`src/rtl/xosc_pkg.sv`:
```
package xosc_pkg;
   localparam int unsigned XOSC_DIV_W   = 5;
   localparam int unsigned XOSC_DIV_LSB = 8;

   typedef enum logic [1:0] {
      RA_CTRL   = 2'd0,
      RA_SUTIME = 2'd1,
      RA_STAT   = 2'd2,
      RA_NONE   = 2'd3
   } xosc_addr_e;

   typedef struct packed {
      logic                  bypass;
      logic                  irq_en;
      logic [XOSC_DIV_W-1:0] div_m1;
   } xosc_cfg_t;
endpackage

```
`src/rtl/xosc_startup.sv`:
```
module xosc_startup #(
   parameter int unsigned CNT_W = 16
) (
   input  logic             clk_osc,
   input  logic             rst_n,
   input  logic             pwr_en,
   input  logic             bypass,
   input  logic [CNT_W-1:0] term,
   output logic             avail,
   output logic             avail_set
);
   logic [CNT_W-1:0] cnt;

   assign avail_set = pwr_en && !avail && (bypass || (cnt == term));

   always_ff @(posedge clk_osc or negedge rst_n) begin
      if (!rst_n) begin
         cnt   <= '0;
         avail <= 1'b0;
      end else if (!pwr_en) begin
         cnt   <= '0;
         avail <= 1'b0;
      end else if (avail_set) begin
         avail <= 1'b1;
      end else if (!avail) begin
         cnt <= cnt + 1'b1;
      end
   end
endmodule

```
`src/rtl/xosc_clkdiv.sv`:
```
module xosc_clkdiv #(
   parameter int unsigned DIV_W = 5
) (
   input  logic             clk_osc,
   input  logic             rst_n,
   input  logic             run,
   input  logic [DIV_W-1:0] req_m1,
   output logic             clk_out,
   output logic [DIV_W-1:0] fac_m1,
   output logic             period_end
);
   logic [DIV_W-1:0] dcnt;
   logic [DIV_W:0]   hi_len;
   logic [DIV_W:0]   nxt;
   logic             div_q;
   logic             gate_en;

   assign period_end = (dcnt == fac_m1);
   assign hi_len     = ({1'b0, fac_m1} + 1'b1) >> 1;
   assign nxt        = {1'b0, dcnt} + 1'b1;

   always_ff @(posedge clk_osc or negedge rst_n) begin
      if (!rst_n) begin
         dcnt   <= '0;
         fac_m1 <= '0;
         div_q  <= 1'b0;
      end else if (!run) begin
         // park on the terminal count so the first running edge opens a period
         dcnt   <= req_m1;
         fac_m1 <= req_m1;
         div_q  <= 1'b0;
      end else if (period_end) begin
         dcnt   <= '0;
         fac_m1 <= req_m1;
         div_q  <= (req_m1 != '0);
      end else begin
         dcnt  <= dcnt + 1'b1;
         div_q <= (nxt < hi_len);
      end
   end

   // divide-by-one path: enable changes only while the clock is low
   always_ff @(negedge clk_osc or negedge rst_n) begin
      if (!rst_n) gate_en <= 1'b0;
      else        gate_en <= run && (fac_m1 == '0);
   end

   assign clk_out = (clk_osc & gate_en) | div_q;
endmodule

```
`src/rtl/xosc_regs.sv`:
```
module xosc_regs
   import xosc_pkg::*;
#(
   parameter int unsigned CNT_W       = 16,
   parameter int unsigned STARTUP_RST = 255,
   parameter int unsigned MAX_DIV     = 32,
   parameter bit          HAS_BYPASS  = 1'b1
) (
   input  logic             clk_osc,
   input  logic             rst_n,
   input  logic             bus_wr,
   input  logic [1:0]       bus_addr,
   input  logic [31:0]      bus_wdata,
   output logic [31:0]      bus_rdata,
   input  logic             avail,
   input  logic             avail_set,
   output xosc_cfg_t        cfg,
   output logic [CNT_W-1:0] term,
   output logic             flag
);
   localparam logic [XOSC_DIV_W-1:0] TOP_M1 = XOSC_DIV_W'(MAX_DIV - 1);

   logic                  wr_ctrl, wr_sut, wr_stat;
   logic [XOSC_DIV_W-1:0] wr_m1;
   logic                  irq_en_q;
   logic [XOSC_DIV_W-1:0] div_m1_q;
   logic                  unused_wdata;

   assign wr_ctrl = bus_wr && (bus_addr == RA_CTRL);
   assign wr_sut  = bus_wr && (bus_addr == RA_SUTIME);
   assign wr_stat = bus_wr && (bus_addr == RA_STAT);
   assign wr_m1   = bus_wdata[XOSC_DIV_LSB +: XOSC_DIV_W];
   assign unused_wdata = ^bus_wdata;

   always_ff @(posedge clk_osc or negedge rst_n) begin
      if (!rst_n) begin
         irq_en_q <= 1'b0;
         div_m1_q <= '0;
         term     <= CNT_W'(STARTUP_RST);
      end else begin
         if (wr_ctrl) begin
            irq_en_q <= bus_wdata[1];
            div_m1_q <= (wr_m1 > TOP_M1) ? TOP_M1 : wr_m1;
         end
         if (wr_sut) term <= bus_wdata[CNT_W-1:0];
      end
   end

   // set has priority over a same-edge write-one-to-clear
   always_ff @(posedge clk_osc or negedge rst_n) begin
      if (!rst_n)                     flag <= 1'b0;
      else if (avail_set)             flag <= 1'b1;
      else if (wr_stat && bus_wdata[1]) flag <= 1'b0;
   end

   generate
      if (HAS_BYPASS) begin : g_byp
         logic byp_q;
         always_ff @(posedge clk_osc or negedge rst_n) begin
            if (!rst_n)       byp_q <= 1'b0;
            else if (wr_ctrl) byp_q <= bus_wdata[0];
         end
         assign cfg.bypass = byp_q;
      end else begin : g_nobyp
         assign cfg.bypass = 1'b0;
      end
   endgenerate

   assign cfg.irq_en = irq_en_q;
   assign cfg.div_m1 = div_m1_q;

   always_comb begin
      bus_rdata = '0;
      unique case (bus_addr)
         RA_CTRL: begin
            bus_rdata[0] = cfg.bypass;
            bus_rdata[1] = cfg.irq_en;
            bus_rdata[XOSC_DIV_LSB +: XOSC_DIV_W] = cfg.div_m1;
         end
         RA_SUTIME: bus_rdata[CNT_W-1:0] = term;
         RA_STAT: begin
            bus_rdata[0] = avail;
            bus_rdata[1] = flag;
         end
         default: bus_rdata = '0;
      endcase
   end
endmodule

```
`src/rtl/xosc_ctrl.sv`:
```
module xosc_ctrl
   import xosc_pkg::*;
#(
   parameter int unsigned CNT_W       = 16,
   parameter int unsigned STARTUP_RST = 255,
   parameter int unsigned MAX_DIV     = 32,
   parameter bit          HAS_BYPASS  = 1'b1
) (
   input  logic        clk_osc,
   input  logic        rst_n,
   input  logic        pwr_en,
   input  logic        bus_wr,
   input  logic [1:0]  bus_addr,
   input  logic [31:0] bus_wdata,
   output logic [31:0] bus_rdata,
   output logic        osc_drv_en,
   output logic        clk_div_o,
   output logic        clk_avail,
   output logic        irq
);
   localparam int unsigned DIV_W = XOSC_DIV_W;

   generate
      if (CNT_W < 2 || CNT_W > 32) begin : g_bad_cnt
         $error("xosc_ctrl: CNT_W must lie in 2..32");
      end
      if (MAX_DIV < 1 || MAX_DIV > (1 << DIV_W)) begin : g_bad_div
         $error("xosc_ctrl: MAX_DIV must lie in 1..2**DIV_W");
      end
      if (longint'(STARTUP_RST) >= (longint'(1) << CNT_W)) begin : g_bad_rst
         $error("xosc_ctrl: STARTUP_RST does not fit CNT_W");
      end
   endgenerate

   xosc_cfg_t        cfg;
   logic [CNT_W-1:0] term;
   logic             irq_flag;
   logic             avail_set;
   logic [DIV_W-1:0] fac_m1;
   logic             period_end;

   xosc_regs #(
      .CNT_W(CNT_W), .STARTUP_RST(STARTUP_RST),
      .MAX_DIV(MAX_DIV), .HAS_BYPASS(HAS_BYPASS)
   ) u_regs (
      .clk_osc(clk_osc), .rst_n(rst_n),
      .bus_wr(bus_wr), .bus_addr(bus_addr), .bus_wdata(bus_wdata),
      .bus_rdata(bus_rdata),
      .avail(clk_avail), .avail_set(avail_set),
      .cfg(cfg), .term(term), .flag(irq_flag)
   );

   xosc_startup #(.CNT_W(CNT_W)) u_start (
      .clk_osc(clk_osc), .rst_n(rst_n), .pwr_en(pwr_en),
      .bypass(cfg.bypass), .term(term),
      .avail(clk_avail), .avail_set(avail_set)
   );

   xosc_clkdiv #(.DIV_W(DIV_W)) u_div (
      .clk_osc(clk_osc), .rst_n(rst_n), .run(clk_avail),
      .req_m1(cfg.div_m1), .clk_out(clk_div_o),
      .fac_m1(fac_m1), .period_end(period_end)
   );

   assign osc_drv_en = pwr_en & ~cfg.bypass;
   assign irq        = irq_flag & cfg.irq_en;
endmodule

```
`config.mk`:
```
export PLATFORM = sky130hd
export DESIGN_NAME = xosc_ctrl
export DESIGN_NICKNAME = d
export VERILOG_FILES = /design/src/rtl/xosc_pkg.sv /design/src/rtl/xosc_startup.sv /design/src/rtl/xosc_clkdiv.sv /design/src/rtl/xosc_regs.sv /design/src/rtl/xosc_ctrl.sv
export SDC_FILE = /design/constraint.sdc
export NUM_CORES = 1
export LEC_CHECK = 0
export BUFFER_PORTS_ARGS = -buffer_cell sky130_fd_sc_hd__buf_2
export CAP_MARGIN = 15
export CELL_PAD_IN_SITES_DETAIL_PLACEMENT = 0
export CELL_PAD_IN_SITES_GLOBAL_PLACEMENT = 1
export CORE_MARGIN = 3
export CORE_UTILIZATION = 38
export DETAILED_ROUTE_END_ITERATION = 6
export PLACE_DENSITY = 0.87
export SLEW_MARGIN = 40
export SYNTH_ARGS = -nofsm -noshare
export SYNTH_HDL_FRONTEND = slang
export SYNTH_HIERARCHICAL = 1
export SYNTH_SLANG_ARGS = --single-unit
```
`constraint.sdc`:
```
create_clock -name clk_osc -period 2 [get_ports clk_osc]
set_input_delay 0.1 -clock clk_osc [delete_from_list [all_inputs] [get_ports clk_osc]]
set_output_delay 0.1 -clock clk_osc [all_outputs]
set_load 0.02 [all_outputs]
```
==> key figures <==
Outcome
  – Outcome: complete, but fails checks
  – Failing checks: setup timing

Power
  – PD cells: 916 nW/µm²
  – VDD IR-drop max: 0.000489 V
  – Pleak: between 1.5 and 2 nW

Logic synthesis
  – Synth warnings: 6
  – EDFF count, synth: 0
  – Synth Cell Area: between 3000 and 4000 µm²
  – Ys async rst share: 100%
  – Dominant synthesized flop cell: dfrtp_1
  – Syn Inst Count: between 300 and 400
  – #FFs+latches synth: 53
  – Synth top cells by count: 44 x dfrtp_1, 24 x xnor2_1, 23 x nand2_1, 19 x buf_4, 14 x mux2i_1
  – Syn Area/Cell: between 10 and 15 µm²
  – Synth top area cells: dfrtp_1 34%, dfstp_2 6.5%, xnor2_1 6.5%, mux2_4 6.0%, mux2_2 4.5%
  – Most common cell in the synthesized netlist: dfrtp_1
  – Top cell type's share of synthesized area: between 30% and 40%
  – Largest area contributor in the netlist: dfrtp_1
  – Sequential area share after synthesis: approximately two fifths
  – Count of cell types in the netlist: 55

Critical path
  – Critical path class: flip-flop to primary output
  – Startpoint types: flip-flop
  – CP Capture Type: primary output
  – WP data required: approximately 1.9 ns
  – Crit path max fanout: 1
  – WP data arrival: between 2 and 2.5 ns

Place
  – Post-DP HPWL: 5260 µm
  – Routability congestion estimate: around 0.85
  – Dpl cell area: 3570 µm²
  – IO buf count: slightly above 40

Die
  – Row cnt: 33
  – Die ar.: between 9000 and 10000 µm²
  – # IOs: 74
  – Starting density of the core: roughly two fifths
  – Die W: between 90 and 100 µm
  – Die Ht: ~100 µm
  – Core ar.: 8260 µm²

Hold path
  – Hold WC Path Type: input port to flip-flop

STA
  – Setup violators final: 1
  – Worst Tran Pin Value: around 0.66 ns
  – Setup Skew: 0.0109 ns
  – Setup slack after layout: -0.168 ns
  – Pins Over Slew Limit: 0
  – Worst relative slew slack: 55.9%
  – Endpoints failing hold: 0
  – RSZ-0062 raised after global routing: yes

Clock network
  – Latest clock arrival within the worst-skew pair: roughly 0.43 ns
  – Worst-path clk slew: about 0.1 ns
  – CTS tree: built

GRT
  – Gr usage total: about 16%
  – Initial antenna violation count: 0
  – Gr ovfl total: 0
  – First-pass GRT wire length: roughly 12000 µm
  – Vias in the first global route: between 2000 and 3000
  – Pin count of the biggest net entering global routing: 53

Route
  – Vias: between 2000 and 2500
  – Drt wl/cell: around 15 µm
  – Post-route DRC: 0
  – Detailed Routing Iterations Pass 1: 4
  – Final WL: ~7400 µm
  – Iter 0 DRT Violations: between 100 and 150
  – DR vias/cell: roughly 5.1
  – DRT antenna net count: 0

Final layout
  – # fillers: a little under 800
  – Cell area after layout: 3950 µm²
  – Antenna Cells: 0
  – Final Net Count: 424
  – Final core utilization: a little under half
  – Layout area overhead: 21.9%
  – Layout cells sized above 1: between 30% and 40%

Flow run
  – Total of max-cap violations: 0
registers in the layout (all words and copies together) (netlist names):
name,count
u_div/div_q,1
u_regs/term,16
u_start/cnt,16
u_div/dcnt,5
u_regs/flag,1
u_regs/div_m1_q,5
u_regs/irq_en_q,1
u_regs/g_byp.byp_q,1
u_start/avail,1
u_div/gate_en,1
u_div/fac_m1,5
logic make-up (layout without fill, tap and decap cells):
logic type      after synthesis  count (layout)  share of synthesized area, %
buf+inv                      37              98                          7.30
mux                          40              40                          14.9
compound gates               37              37                          7.61
xor+xnor                     27              27                          7.30
fa+ha+maj                     8               8                          3.09
simple gates                100             100                          18.4
other cells                   1              16                         0.116
flops                        53              53                          41.3
layout by cell type, fill, tap and decap left out, drive strengths merged, types with 6 or more instances in the layout:
cell | netlist | final
ha | 8 | 8
nor2 | 13 | 13
or3 | 6 | 6
nand3 | 11 | 11
inv | 8 | 8
nand4 | 6 | 6
and2 | 10 | 10
dfstp | 8 | 8
o21ai | 6 | 6
mux2i | 14 | 14
buf | 24 | 62
dlygate4sd3 | 0 | 17
mux2 | 26 | 26
clkbuf | 5 | 9
dfrtp | 44 | 44
conb | 1 | 16
nand2 | 24 | 24
xnor2 | 24 | 24
a21oi | 12 | 12
cell type report:
type	instances	area, µm²	share of cell area (%)
inverter	8	30.0	0.760
tap	105	131	3.33
sequential	53	1340	33.9
multi-input combinational	228	1770	44.9
timing repair buffer	78	528	13.4
clock buffer	10	135	3.42
clock inverter	2	13.8	0.349
power by group:
group	internal, mW	leakage [nW]	switching (mW)
clock network	0.429	0.0889	0.424
logic	0.653	1.02	0.616
registers	1.27	0.653	0.222
metrics by stage:
stage	hold WS [ns]	setup WS (ns)	instances	total power, mW	TNS [ns]
floorplan	-0.196	0.00773	318	2.37	0
global placement	0.326	0.0287	454	2.65	0
detailed placement	0.326	-0.0105	454	2.69	-0.0105
CTS	0.00243	-0.183	482	3.56	-0.183
global route	0.00823	-0.194	484	3.85	-0.312
finish	0.000416	-0.168	484	3.62	-0.168
critical path, stage by stage (launching register included):
cell and delay (ns):
dfrtn_1 0.40, a21o_1 0.12, buf_6 0.11
layer usage:
metal	wire, µm	share of wire (%)	GRT usage [%]
met1	3200	43	20.0
met2	3650	49	25.4
met3	393	5.3	6.71
met4	159	2.1	5.78
met5	0	0	0
what timing repair did:
| action | in CTS | in global routing |
|---|---|---|
| resized for setup | 3 | 10 |
| endpoints found under the hold margin | 67 | 0 |
| setup buffers | 0 | 2 |
| gates cloned | 0 | 0 |
| pin swaps | 0 | 5 |
| setup endpoints to repair | 2 | 5 |
| hold buffers | 17 | 0 |
worst paths after layout:
| kind | end | slack (ns) | startpoint | cells after the start |
|---|---|---|---|---|
| worst max-delay path | clk_div_o | -0.17 | u_div/gate_en$_DFF_NN0_ | 2 |
| worst min-delay path | u_start/cnt[1]$_DFFE_PN0P_ | 0.0004 | pwr_en | 3 |
| worst max register to register | u_div/gate_en$_DFF_NN0_ | 0.01 | u_div/fac_m1[1]$_DFFE_PN0P_ | 3 |
| worst min register to register | u_regs/flag$_DFFE_PN0P_ | 0.53 | u_regs/flag$_DFFE_PN0P_ | 1 |
| max in group asynchronous | u_div/gate_en$_DFF_NN0_ | 0.97 | rst_n | 2 |
| min in group asynchronous | u_regs/term[13]$_DFFE_PN0P_ | 0.38 | rst_n | 3 |
(Power assumes the default switching activity.)
